### src/rtl/lcd_tg_pkg.sv
package lcd_tg_pkg;
  localparam int unsigned TG_DW   = 32;
  localparam int unsigned TG_CW   = 16;
  localparam int unsigned TG_AW   = 3;
  localparam int unsigned TG_NREG = 6;

  // register indices
  localparam int unsigned RG_HSYNC = 0;
  localparam int unsigned RG_VSYNC = 1;
  localparam int unsigned RG_HACT  = 2;
  localparam int unsigned RG_VACT  = 3;
  localparam int unsigned RG_TOTAL = 4;
  localparam int unsigned RG_CFG   = 5;

  // configuration bit positions
  localparam int unsigned CB_VS_LOW  = 8;
  localparam int unsigned CB_DE_LOW  = 9;
  localparam int unsigned CB_PCLK_FE = 10;
  localparam int unsigned CB_HS_LOW  = 11;
  localparam int unsigned CB_DINV    = 17;

  typedef struct packed {
    logic [TG_CW-1:0] first;
    logic [TG_CW-1:0] last_excl;
  } tg_win_t;
endpackage

### src/rtl/lcd_tg_axis_cnt.sv
module lcd_tg_axis_cnt #(
  parameter int unsigned CW = 16
) (
  input  logic          clk_i,
  input  logic          rst_ni,
  input  logic          step_i,
  input  logic [CW-1:0] length_i,
  output logic [CW-1:0] pos_o,
  output logic          wrap_o
);
  localparam int unsigned XW = CW + 1;

  logic [XW-1:0] pos_next;

  assign pos_next = XW'(pos_o) + XW'(1);
  assign wrap_o   = step_i && (pos_next >= XW'(length_i));

  always_ff @(posedge clk_i or negedge rst_ni) begin
    if (!rst_ni) begin
      pos_o <= '0;
    end else if (wrap_o) begin
      pos_o <= '0;
    end else if (step_i) begin
      pos_o <= pos_o + CW'(1);
    end
  end
endmodule

### src/rtl/lcd_tg_win.sv
module lcd_tg_win #(
  parameter int unsigned CW = 16
) (
  input  logic          [CW-1:0] pos_i,
  input  lcd_tg_pkg::tg_win_t    win_i,
  input  logic                   low_i,
  output logic                   raw_o,
  output logic                   pin_o
);
  assign raw_o = (pos_i >= win_i.first) && (pos_i < win_i.last_excl);
  assign pin_o = raw_o ^ low_i;
endmodule

### src/rtl/lcd_tg_cfg.sv
module lcd_tg_cfg #(
  parameter int unsigned NREG = 6,
  parameter int unsigned AW   = 3,
  parameter int unsigned DW   = 32,
  parameter logic [NREG*DW-1:0] DEFAULTS = '0
) (
  input  logic               clk_i,
  input  logic               rst_ni,
  input  logic               we_i,
  input  logic [AW-1:0]      addr_i,
  input  logic [DW-1:0]      wdata_i,
  input  logic               commit_i,
  output logic [NREG*DW-1:0] act_o
);
  for (genvar g = 0; g < NREG; g++) begin : g_word
    logic [DW-1:0] pend_q;
    logic          hit;

    assign hit = we_i && (addr_i == AW'(g));

    always_ff @(posedge clk_i or negedge rst_ni) begin
      if (!rst_ni) begin
        pend_q              <= DEFAULTS[g*DW +: DW];
        act_o[g*DW +: DW]   <= DEFAULTS[g*DW +: DW];
      end else begin
        if (hit) pend_q <= wdata_i;
        if (commit_i) act_o[g*DW +: DW] <= pend_q;
      end
    end
  end
endmodule

### src/rtl/lcd_timing_gen.sv
module lcd_timing_gen #(
  parameter int unsigned H_VIS = 8,
  parameter int unsigned H_SW  = 2,
  parameter int unsigned H_BP  = 3,
  parameter int unsigned H_FP  = 2,
  parameter int unsigned V_VIS = 4,
  parameter int unsigned V_SW  = 1,
  parameter int unsigned V_BP  = 2,
  parameter int unsigned V_FP  = 1
) (
  input  logic        clk_i,
  input  logic        rst_ni,
  input  logic        pix_en_i,
  input  logic        cfg_we_i,
  input  logic [2:0]  cfg_addr_i,
  input  logic [31:0] cfg_wdata_i,
  output logic        hsync_o,
  output logic        vsync_o,
  output logic        de_o,
  output logic        pclk_fall_o,
  output logic        data_inv_o,
  output logic        pix_req_o,
  output logic        sof_o,
  output logic        eof_o
);
  import lcd_tg_pkg::*;

  localparam int unsigned CW = TG_CW;
  localparam int unsigned DW = TG_DW;
  localparam int unsigned XW = CW + 1;

  localparam logic [CW-1:0] H_ACT_A = CW'(H_SW + H_BP);
  localparam logic [CW-1:0] H_ACT_B = CW'(H_SW + H_BP + H_VIS);
  localparam logic [CW-1:0] H_LEN   = CW'(H_SW + H_BP + H_VIS + H_FP);
  localparam logic [CW-1:0] V_ACT_A = CW'(V_SW + V_BP);
  localparam logic [CW-1:0] V_ACT_B = CW'(V_SW + V_BP + V_VIS);
  localparam logic [CW-1:0] V_LEN   = CW'(V_SW + V_BP + V_VIS + V_FP);

  localparam logic [TG_NREG*DW-1:0] DEFAULTS = {
    32'h0,                         // configuration
    {H_LEN, V_LEN},                // lengths
    {V_ACT_A, V_ACT_B},            // vertical active
    {H_ACT_A, H_ACT_B},            // horizontal active
    {CW'(0), CW'(V_SW)},           // frame sync
    {CW'(0), CW'(H_SW)}            // line sync
  };

  logic [TG_NREG*DW-1:0] act_flat;
  logic [DW-1:0]         act_cfg;
  tg_win_t               act_len;
  logic [CW-1:0]         h_pos, v_pos;
  logic                  h_wrap, v_wrap;
  logic [3:0]            win_raw, win_pin, win_low;
  logic                  de_raw;

  assign act_cfg = act_flat[RG_CFG*DW +: DW];
  assign act_len = tg_win_t'(act_flat[RG_TOTAL*DW +: DW]);

  lcd_tg_cfg #(
    .NREG(TG_NREG), .AW(TG_AW), .DW(DW), .DEFAULTS(DEFAULTS)
  ) u_cfg (
    .clk_i    (clk_i),
    .rst_ni   (rst_ni),
    .we_i     (cfg_we_i),
    .addr_i   (cfg_addr_i),
    .wdata_i  (cfg_wdata_i),
    .commit_i (v_wrap),
    .act_o    (act_flat)
  );

  lcd_tg_axis_cnt #(.CW(CW)) u_hcnt (
    .clk_i    (clk_i),
    .rst_ni   (rst_ni),
    .step_i   (pix_en_i),
    .length_i (act_len.first),
    .pos_o    (h_pos),
    .wrap_o   (h_wrap)
  );

  lcd_tg_axis_cnt #(.CW(CW)) u_vcnt (
    .clk_i    (clk_i),
    .rst_ni   (rst_ni),
    .step_i   (h_wrap),
    .length_i (act_len.last_excl),
    .pos_o    (v_pos),
    .wrap_o   (v_wrap)
  );

  // window 0: line sync, 1: frame sync, 2: horizontal active, 3: vertical active
  assign win_low = {1'b0, 1'b0, act_cfg[CB_VS_LOW], act_cfg[CB_HS_LOW]};

  for (genvar g = 0; g < 4; g++) begin : g_win
    localparam bit IS_VERT = (g % 2) == 1;
    lcd_tg_win #(.CW(CW)) u_win (
      .pos_i (IS_VERT ? v_pos : h_pos),
      .win_i (tg_win_t'(act_flat[g*DW +: DW])),
      .low_i (win_low[g]),
      .raw_o (win_raw[g]),
      .pin_o (win_pin[g])
    );
  end

  assign de_raw      = win_raw[RG_HACT] & win_raw[RG_VACT];
  assign hsync_o     = win_pin[RG_HSYNC];
  assign vsync_o     = win_pin[RG_VSYNC];
  assign de_o        = de_raw ^ act_cfg[CB_DE_LOW];
  assign pclk_fall_o = act_cfg[CB_PCLK_FE];
  assign data_inv_o  = act_cfg[CB_DINV];
  assign pix_req_o   = pix_en_i & de_raw;
  assign sof_o       = pix_en_i && (h_pos == '0) && (v_pos == '0);
  assign eof_o       = pix_req_o
                    && ((XW'(h_pos) + XW'(1)) == XW'(act_flat[RG_HACT*DW +: CW]))
                    && ((XW'(v_pos) + XW'(1)) == XW'(act_flat[RG_VACT*DW +: CW]));
endmodule

### config.mk
export PLATFORM = sky130hd
export DESIGN_NAME = lcd_timing_gen
export DESIGN_NICKNAME = d
export VERILOG_FILES = /design/src/rtl/lcd_tg_pkg.sv /design/src/rtl/lcd_tg_axis_cnt.sv /design/src/rtl/lcd_tg_win.sv /design/src/rtl/lcd_tg_cfg.sv /design/src/rtl/lcd_timing_gen.sv
export SDC_FILE = /design/constraint.sdc
export NUM_CORES = 1
export LEC_CHECK = 0
export ABC_AREA = 1
export BUFFER_PORTS_ARGS = -buffer_cell sky130_fd_sc_hd__buf_2
export CAP_MARGIN = 10
export CORE_MARGIN = 2
export CORE_UTILIZATION = 50
export CTS_BUF_LIST = sky130_fd_sc_hd__clkbuf_2 sky130_fd_sc_hd__clkbuf_4 sky130_fd_sc_hd__clkbuf_8
export CTS_CLUSTER_SIZE = 40
export DETAILED_ROUTE_END_ITERATION = 12
export GPL_TIMING_DRIVEN = 1
export PLACE_DENSITY = 0.66
export SLEW_MARGIN = 40
export SYNTH_ARGS = -nofsm -noshare
export SYNTH_HDL_FRONTEND = slang
export SYNTH_HIERARCHICAL = 1
export SYNTH_SLANG_ARGS = --single-unit
### constraint.sdc
create_clock -name clk_i -period 6.9 [get_ports clk_i]
set_input_delay 1.035 -clock clk_i [delete_from_list [all_inputs] [get_ports clk_i]]
set_output_delay 1.035 -clock clk_i [all_outputs]
set_load 0.05 [all_outputs]
* After elaboration in Yosys (flattened, before gate mapping)
Cells that the tools add are included.
** Word-level totals
- Register bits after elaboration :: 388
- Bits in latches :: 0
- Bits in writable memories :: 0
- Bits in read-only memories :: 0
- Input bits :: 39
- Word-level logic and storage cells :: 65
- Memories kept :: 0
** Operators by class
- $add $sub $neg :: 4
- Multiply operators :: 0
- Divide/modulo/power cells :: 0
- Order comparisons :: 10
- Equal/unequal tests :: 7
- Shift-type cells :: 0
- Muxes and demuxes :: 4
- Bitwise gates (word level) :: 5
- Reduce and logical (&&, ||, !) cells :: 21
** Operator list (count)
- $ge A16 B16 Y1 :: 4
- $lt A16 B16 Y1 :: 4
- $mux W16 :: 4
- $add A16 B1 Y17 const B :: 2
- $eq A17 B16 Y1 :: 2
- $ge A17 B16 Y1 :: 2
- $add A16 B1 Y16 const B :: 2
- $logic_not A16 Y1 :: 2
- $logic_and A1 B1 Y1 :: 16
- $eq A3 B2 Y1 const B :: 2
- $eq A3 B3 Y1 const B :: 2
- $reduce_bool A2 Y1 :: 2
- $eq A3 B1 Y1 const B :: 1
- $logic_not A3 Y1 :: 1
- $xor A1 B1 Y1 :: 3
- $and A1 B1 Y1 :: 2

* Longest topological paths before layout
Gate-level depths: netlist (run 1).
- Word-level depth :: 6
- Gate-level depth with buffers :: 26
- Mapped depth without buffers :: 23

* Modules after synthesis
Netlist (run 1), hierarchy kept.
** Modules (own cells, without submodules)
- lcd_tg_cfg :: instances 1, cells each 1650, area each 14868.0 um^2
- lcd_tg_win :: instances 4, cells each 142, area each 862.1 um^2
- lcd_tg_axis_cnt :: instances 2, cells each 235, area each 1590.3 um^2
- lcd_timing_gen :: instances 1, cells each 326, area each 1547.7 um^2

* Least setup slack after synthesis (run 1)
No wires, ideal clock.
- Path type :: register -> output
- Start point :: register u_vcnt.pos_o[13]
- End point :: output eof_o
- Data arrival time :: 3362 ps
- Data required time :: 5865 ps
- Setup slack :: 2503 ps
- Stages on the path, launching flop included :: 18
- Cell sequence :: dfrtp_1 ha_1 nand2_1 nor4_2 nand2_1 nand2_2 nand3_2 inv_1 nand2_1 nor2_1 nand3_1 nor2_1 nand2_1 nor2_1 nand3_1 nor2_1 nand2_1 nor2_1
** On the way
- Cells in the longest elaborated chain, start to end :: 6
- Elaborated cells on any way between the ends :: 9
- Classes of those cells :: add/sub (1); order compare (2); eq/ne (1); bitwise (2); reduce/logical (3)
** Ends and longest elaborated chain
- from (decl) :: line lcd_tg_axis_cnt.sv:8 : output logic [CW-1:0] pos_o,
- from (signal assigned) :: line lcd_tg_axis_cnt.sv:24 : pos_o <= pos_o + CW'(1);
- $ge A16 B16 Y1 / $lt A16 B16 Y1 (equally long branches) :: line lcd_tg_win.sv:10 : assign raw_o = (pos_i >= win_i.first) && (pos_i < win_i.last_excl);
- $logic_and A1 B1 Y1 * :: line lcd_tg_win.sv:10
- net win_raw[3] :: line lcd_timing_gen.sv:53 : logic [3:0] win_raw, win_pin, win_low;
- $and A1 B1 Y1 * :: line lcd_timing_gen.sv:103 : assign de_raw = win_raw[RG_HACT] & win_raw[RG_VACT];
- $and A1 B1 Y1 * :: line lcd_timing_gen.sv:109 : assign pix_req_o = pix_en_i & de_raw;
- net pix_req_o :: line lcd_timing_gen.sv:22 : output logic pix_req_o,
- $logic_and A1 B1 Y1 * :: line lcd_timing_gen.sv:112 : && ((XW'(h_pos) + XW'(1)) == XW'(act_flat[RG_HACT*DW +: CW]))
- $logic_and A1 B1 Y1 * :: line lcd_timing_gen.sv:113 : && ((XW'(v_pos) + XW'(1)) == XW'(act_flat[RG_VACT*DW +: CW]));
- to (decl) :: line lcd_timing_gen.sv:24 : output logic eof_o
Mark *: on every way through the listed nets, which the timed path passes. The rest lies on a longest branch.

* Final worst setup path (run 1)
- Start point :: register u_hcnt.pos_o[2]
- End point :: register u_cfg.act_o[134]
** On the way
- Cells in the longest elaborated chain, start to end :: 4
** Ends and longest elaborated chain
- from (decl) :: line lcd_tg_axis_cnt.sv:8
- from (signal assigned) :: line lcd_tg_axis_cnt.sv:24
- $add A16 B1 Y17 :: line lcd_tg_axis_cnt.sv:15 : assign pos_next = XW'(pos_o) + XW'(1);
- $ge A17 B16 Y1 :: line lcd_tg_axis_cnt.sv:16 : assign wrap_o = step_i && (pos_next >= XW'(length_i));
- $logic_and A1 B1 Y1 :: line lcd_tg_axis_cnt.sv:16
- net h_wrap :: line lcd_timing_gen.sv:52 : logic h_wrap, v_wrap;
- $logic_and A1 B1 Y1 :: line lcd_tg_axis_cnt.sv:16
- net v_wrap :: line lcd_timing_gen.sv:52
- to (signal, indexed assignment) :: line lcd_tg_cfg.sv:24 : act_o[g*DW +: DW] <= DEFAULTS[g*DW +: DW];
- to (signal, indexed assignment) :: line lcd_tg_cfg.sv:27 : if (commit_i) act_o[g*DW +: DW] <= pend_q;
- to (decl) :: line lcd_tg_cfg.sv:13 : output logic [NREG*DW-1:0] act_o
The timed path passes the listed nets, and every way through them passes these cells.
A chain may end at the register's enable or synchronous reset.

==> run summary, run 1 <==
Fin. Hold Viols = 0
# Post-CTS Setup Buffers = 0
Layout Cell Area excl Fill = 22,900 sq um
Slew @ Worst Pin = 858 ps
Syn_nets = 2,986
Combinational share of power = 13.6%
Cell family with most CP delay = buffers and inverters
Share of cells above drive strength 1 = 10.3%
Die H = 209 um
Clock network fraction of design power = 37.1%
CTS Hold Bufs = 0
Crit end category = flop
RSZ-0062 raised after global routing = false
Period utilization = 77.0%
Total number of vias = 17,600
Worst-path clk slew = 70 ps
Placer's final routability congestion estimate = 0.890
WHS = 345 ps
DP Worst Slack = 1710 ps
Leakage Power = 12.6 nW
Gr usage total = 26.8%
Pre-Repair DR Iteration Count = 6
Port Buffers = 46
CP peak stage delay = 760 ps
Hold/Removal Path Class = in -> async
Syn Inst Count = 2,785
Commonest non-fill, non-tap cell in the layout = nand2_1
Max Cap Viol = 0
Routed Antenna Nets = 0
Total congestion overflow = 0
Antenna diodes = 0
Pwr Density = 229 nW/um^2
CTS Buf Count = 58
Yosys warnings = 6
Max-Slew Margin vs Limit = 42.8%
Seq pwr share = 49.2%
WS Path Type = reg -> reg
Synth Area per Inst = 7.54 sq um
First-pass GRT wire length = 91.7 mm
Antenna violations before repair = 0
Nets = 3,016
Initial DRC count = 1,269
# resized after CTS = 0
Routed WL per cell = 16.9 um
CP Launch Type = flop
Initial core utilization = 50.4%
# rows = 75
Setup tns final = 0 ps
Worst ir drop on vdd = 0.163 mV
Routed Wire Length = 57.3 mm
Max FO, Critical Path = 64
DIE WIDTH = 209 um
Psw = 1.52 mW
Slowest cell on the critical path = dfrtp_1
Setup Viol. Count Final = 0
Die Area = 43,600 sq um
Htree depth = 2
I/O pin cnt = 47
Number of vias per cell = 5.18
Final worst path period need = 5320 ps
Area after DPL = 21,700 sq um
Max-slew violations = 0
Max Fclk = 188 MHz
Clk buf depth = 3
Clock root cell = clkbuf_8
Vias in the first global route = 17,200
Outcome = finished, final reports clean
Largest net degree at the start of global routing = 132
Detailed placer's ending HPWL = 39.4 mm
Critical Path AT = 5770 ps
CP cell instances = nand3_1 > inv_1 > nand2_2 > nor3_1 > nor2_1 > ha_1 > inv_1 > nor2_1 > nand4_1 > nor2_2 > nand2_8 > a21oi_1 > buf_4 > clkinv_1 > a21oi_4 > buf_4 > o21ai_0
Most frequent cells in the layout = nand2_1 (951), inv_1 (464), dfrtp_1 (328)
Worst-Skew Late Latency = 620 ps
Worst Path Required = 7360 ps
Net Sw Frac = 28.9%
Buf/Inv on CP = 5
Skew final = 18.0 ps
Remaining DRCs = 0
Clock sink count = 362
Synthesized cell area = 21,000 sq um
CTS tree = built
Area Growth Syn to Fin = 9.29%
Fill count = 4,006
Total core area = 41,700 sq um
Final setup margin = 1580 ps
Int Pwr = 3.74 mW
==> sequential cells by signal, indices dropped and copies added (netlist names) <==
signal and flops:
u_hcnt/pos_o 16, u_cfg/g_word.pend_q 165, u_vcnt/pos_o 16, u_cfg/act_o 165
==> worst reg2reg max path: stages (launching register included) <==
cell      delay (ps)
dfrtp_1          760
nand3_1          300
inv_1            200
nand2_2          100
nor3_1           190
nor2_1            90
ha_1             300
inv_1             50
nor2_1           180
nand4_1          130
nor2_2           240
nand2_8          120
a21oi_1          190
buf_4            270
clkinv_1         450
a21oi_4          750
buf_4            610
o21ai_0          230
==> path summary, 6_finish.rpt <==
| check | cells past startpoint | start | slack (ps) | endpoint |
|---|---|---|---|---|
| setup / recovery | 17 | u_hcnt/pos_o[2] | 1580 | u_cfg/act_o[134] |
| hold / removal | 1 | rst_ni | 340 | u_cfg/act_o[140] |
| setup reg to reg | 17 | u_hcnt/pos_o[2] | 1580 | u_cfg/act_o[134] |
| hold reg to reg | 2 | u_cfg/g_word[4].pend_q[18] | 460 | u_cfg/g_word[4].pend_q[18] |
| max in group asynchronous | 2 | rst_ni | 5450 | u_cfg/act_o[18] |
| min in group clk_i | 2 | u_cfg/g_word[4].pend_q[18] | 460 | u_cfg/g_word[4].pend_q[18] |
==> power groups by stage <==
stage | Combinational [mW] | Clock, mW | Sequential [mW]
floorplan | 0.488 | 0 | 2.55
global placement | 0.683 | 0 | 2.61
detailed placement | 0.716 | 0 | 2.62
CTS | 0.720 | 1.99 | 2.58
global route | 0.838 | 2.09 | 2.62
finish | 0.716 | 1.95 | 2.59
==> stage by stage <==
stage	total power, mW	instances	utilization (%)
after global placement	3.30	3293	52.0
after global routing	5.55	3399	55.1
after detailed placement	3.34	3294	52.1
after CTS	5.30	3399	55.1
final	5.26	3399	55.1
after floorplan	3.04	2785	-
==> cell type report <==
type	count	area, sq um	area share [%]
Sequential cell	362	9100	39.7
Inverter	478	1790	7.82
Clock buffer	97	1170	5.11
Timing Repair Buffer	71	489	2.13
Tap cell	539	674	2.94
Multi-Input combinational cell	1844	9640	42.0
Clock inverter	8	73.8	0.322
==> metal layers <==
layer	vias to the layer above	part of all wire (%)	global-route usage [%]
li1	8712	-	-
met1	8261	45	36.8
met2	526	46	43.4
met3	117	6.9	4.58
met4	0	3.0	8.77
met5	-	0	0
Note: power is estimated with default switching activity, not from simulation.
==> run 2, diff against run 1 <==
--- a/config.mk
+++ b/config.mk
@@ -14,7 +14,7 @@
 export CTS_CLUSTER_SIZE = 40
 export DETAILED_ROUTE_END_ITERATION = 12
 export GPL_TIMING_DRIVEN = 1
-export PLACE_DENSITY = 0.66
+export PLACE_DENSITY = 0.68
 export SLEW_MARGIN = 40
 export SYNTH_ARGS = -nofsm -noshare
 export SYNTH_HDL_FRONTEND = slang
==> constraint.sdc (replaced) <==
create_clock -name clk_i -period 4.5 [get_ports clk_i]
set_input_delay 0.675 -clock clk_i [delete_from_list [all_inputs] [get_ports clk_i]]
set_output_delay 0.675 -clock clk_i [all_outputs]
set_load 0.05 [all_outputs]
==> run 2 against run 1 <==
- non-clock buffer count is 33 higher
- sequential power increased by 51%
- cell count grew 1.1%
- clock power up 56%
- critical path type is now reg -> out
- highest routed layer unchanged
==> run summary, run 2 (synthesis results as in run 1) <==
Outcome = finished, final reports clean
Total core area = 41,700 sq um (unchanged)
Routed Wire Length = 58.1 mm (+1.5%)
Final core occ = 55.9% (+0.83 points)
Fin. Hold Viols = 0 (unchanged)
Leakage Power = 12.8 nW (+1.5%)
DP Worst Slack = 643 ps (-1070 ps)
# rows = 75 (unchanged)
Antenna violations before repair = 0 (unchanged)
# Post-CTS Setup Buffers = 0 (unchanged)
Total number of vias = 18,000 (+2.1%)
Period utilization = 93.5%
Number of vias per cell = 5.24 (+1.1%)
I/O pin cnt = 47 (unchanged)
CP Launch Type = flop
Vias in the first global route = 17,500 (+1.6%)
Non-filler cells, final = 3,435 (+1.1%)
Nets = 3,048 (+1.1%)
Total congestion overflow = 0 (unchanged)
Worst-Skew Late Latency = 620 ps (about the same)
Clk buf depth = 3 (unchanged)
Slew @ Worst Pin = 861 ps (+3.60 ps)
Area Growth Syn to Fin = 10.9%
Worst ir drop on vdd = 0.237 mV (+45%)
Commonest non-fill, non-tap cell in the layout = nand2_1
First-pass GRT wire length = 93.0 mm (+1.3%)
Htree depth = 2 (unchanged)
Top flop regs = u_cfg/act_o x165, u_cfg/g_word.pend_q x165
Share of cells above drive strength 1 = 11.7% (+1.4 points)
Clock root cell = clkbuf_8
Setup tns final = 0 ps (unchanged)
Placer's final routability congestion estimate = 0.879 (-1.2%)
WS Path Type = reg -> out
Initial core utilization = 50.4% (unchanged)
Remaining DRCs = 0 (unchanged)
Setup Viol. Count Final = 0 (unchanged)
Max Cap Viol = 0 (unchanged)
Gr usage total = 27.1% (+0.31 points)
Routed Antenna Nets = 0 (unchanged)
Die Area = 43,600 sq um (unchanged)
Pwr Density = 349 nW/um^2 (+52%)
Hold/Removal Path Class = in -> reg
Max-slew violations = 0 (unchanged)
Most frequent cells in the layout = nand2_1 (950), inv_1 (464), dfrtp_1 (320)
Detailed placer's ending HPWL = 41.1 mm (+4.4%)
Final setup margin = 290 ps (-1290 ps)
CTS Buf Count = 57 (-1.7%)
Clock sink count = 362 (unchanged)
CTS tree = built
Max FO, Critical Path = 8 (-88%)
RSZ-0062 raised after global routing = false
Worst Path Required = 3830 ps (-3530 ps)
Port Buffers = 46 (unchanged)
Pre-Repair DR Iteration Count = 6 (unchanged)
DIE WIDTH = 209 um (unchanged)
Cells after DPL = 3,326 (+0.97%)
Antenna diodes = 0 (unchanged)
Critical Path AT = 3530 ps (-2240 ps)
Max-Slew Margin vs Limit = 42.4% (-0.38 points)
Final worst path period need = 4210 ps
Largest net degree at the start of global routing = 135 (+2.3%)
Initial DRC count = 1,541 (+21%)
Worst-path clk slew = 70 ps (about the same)
Max Fclk = 238 MHz
Total Power = 8.14 mW (+55%)
Crit end category = output pin
Die H = 209 um (unchanged)
Skew final = 23.1 ps (+5.11 ps)
Routed WL per cell = 16.9 um (+0.45%)
-- run 2: changes by cell type in the layout (fill, tap and decap cells not counted) --
cell / previous run / this run
buf_4: 20 / 50
dfrtp_1: 328 / 320
dfrtp_2: 0 / 8
clkbuf_8: 71 / 77
buf_12: 3 / 7
buf_2: 45 / 44
buf_6: 1 / 0
bufinv_16: 1 / 0
clkinvlp_4: 2 / 1
dlygate4sd3_1: 0 / 1
inv_6: 1 / 0
nand2_1: 951 / 950
nand2_2: 18 / 19
-- run 2: timing repair --
| action | in CTS | in global routing |
|---|---|---|
| endpoints found under the setup margin | 0 | 1 |
| endpoints found under the hold margin | 48 | 0 |
| resized for setup | 0 | 10 |
| hold buffers | 1 | 0 |
-- run 2: routing by layer --
metal | up-vias | global-route usage (%) | wire, um
met5 | - | 0 | 0
met2 | 547 | 43.9 | 26600
met4 | 0 | 9.43 | 1780
met1 | 8526 | 36.9 | 25700
met3 | 121 | 4.88 | 4050
li1 | 8798 | - | -
-- run 2: worst max-delay path, stage by stage (launching register included) --
cell	delay, ps
dfrtp_1	540
buf_4	270
ha_1	280
nand2_1	70
nor4_2	220
nand2_1	90
nand2_2	130
nand3_2	100
inv_1	70
nand2_1	80
nor2_1	140
nand3_1	90
nor2_1	110
nand2_1	60
nor2_1	80
nand3_1	70
nor2_1	110
nand2_1	60
nor2_1	100
buf_4	210
-- run 2: path summary, 6_finish.rpt --
| path | startpoint | end | slack [ps] | cells past startpoint |
|---|---|---|---|---|
| setup / recovery | u_hcnt/pos_o[10] | eof_o | 290 | 19 |
| hold / removal | cfg_wdata_i[17] | u_cfg/g_word[3].pend_q[17] | 370 | 3 |
| setup reg to reg | u_hcnt/pos_o[10] | u_cfg/act_o[92] | 570 | 17 |
| hold reg to reg | u_cfg/g_word[4].pend_q[3] | u_cfg/g_word[4].pend_q[3] | 470 | 2 |
| max in group asynchronous | rst_ni | u_cfg/act_o[31] | 2800 | 4 |
| min in group asynchronous | rst_ni | u_cfg/g_word[1].pend_q[22] | 590 | 2 |
-- run 2: area by class of cell --
| class | count | area, sq um |
|---|---|---|
| clock inverters | 5 | 27.5 |
| inverters | 478 | 1790 |
| flip-flops and latches | 362 | 9110 |
| fillers | 3867 | 18400 |
| multi-input cells | 1844 | 9640 |
| repair buffers | 104 | 788 |
| well taps | 539 | 674 |
| clock buffers | 103 | 1250 |
-- run 2: per-stage QoR --
step | cell area, sq um | hold WS [ps]
after global placement | 22000 | 452
final | 23300 | 365
after CTS | 23300 | 332
after floorplan | 21000 | 379
after detailed placement | 22000 | 455
after global routing | 23300 | 353
-- run 2: report_power, final --
part	internal (mW)	total, mW	switching, mW
clock	1.73	3.04	1.31
sequential	3.66	3.92	0.259
combinational	0.411	1.18	0.771
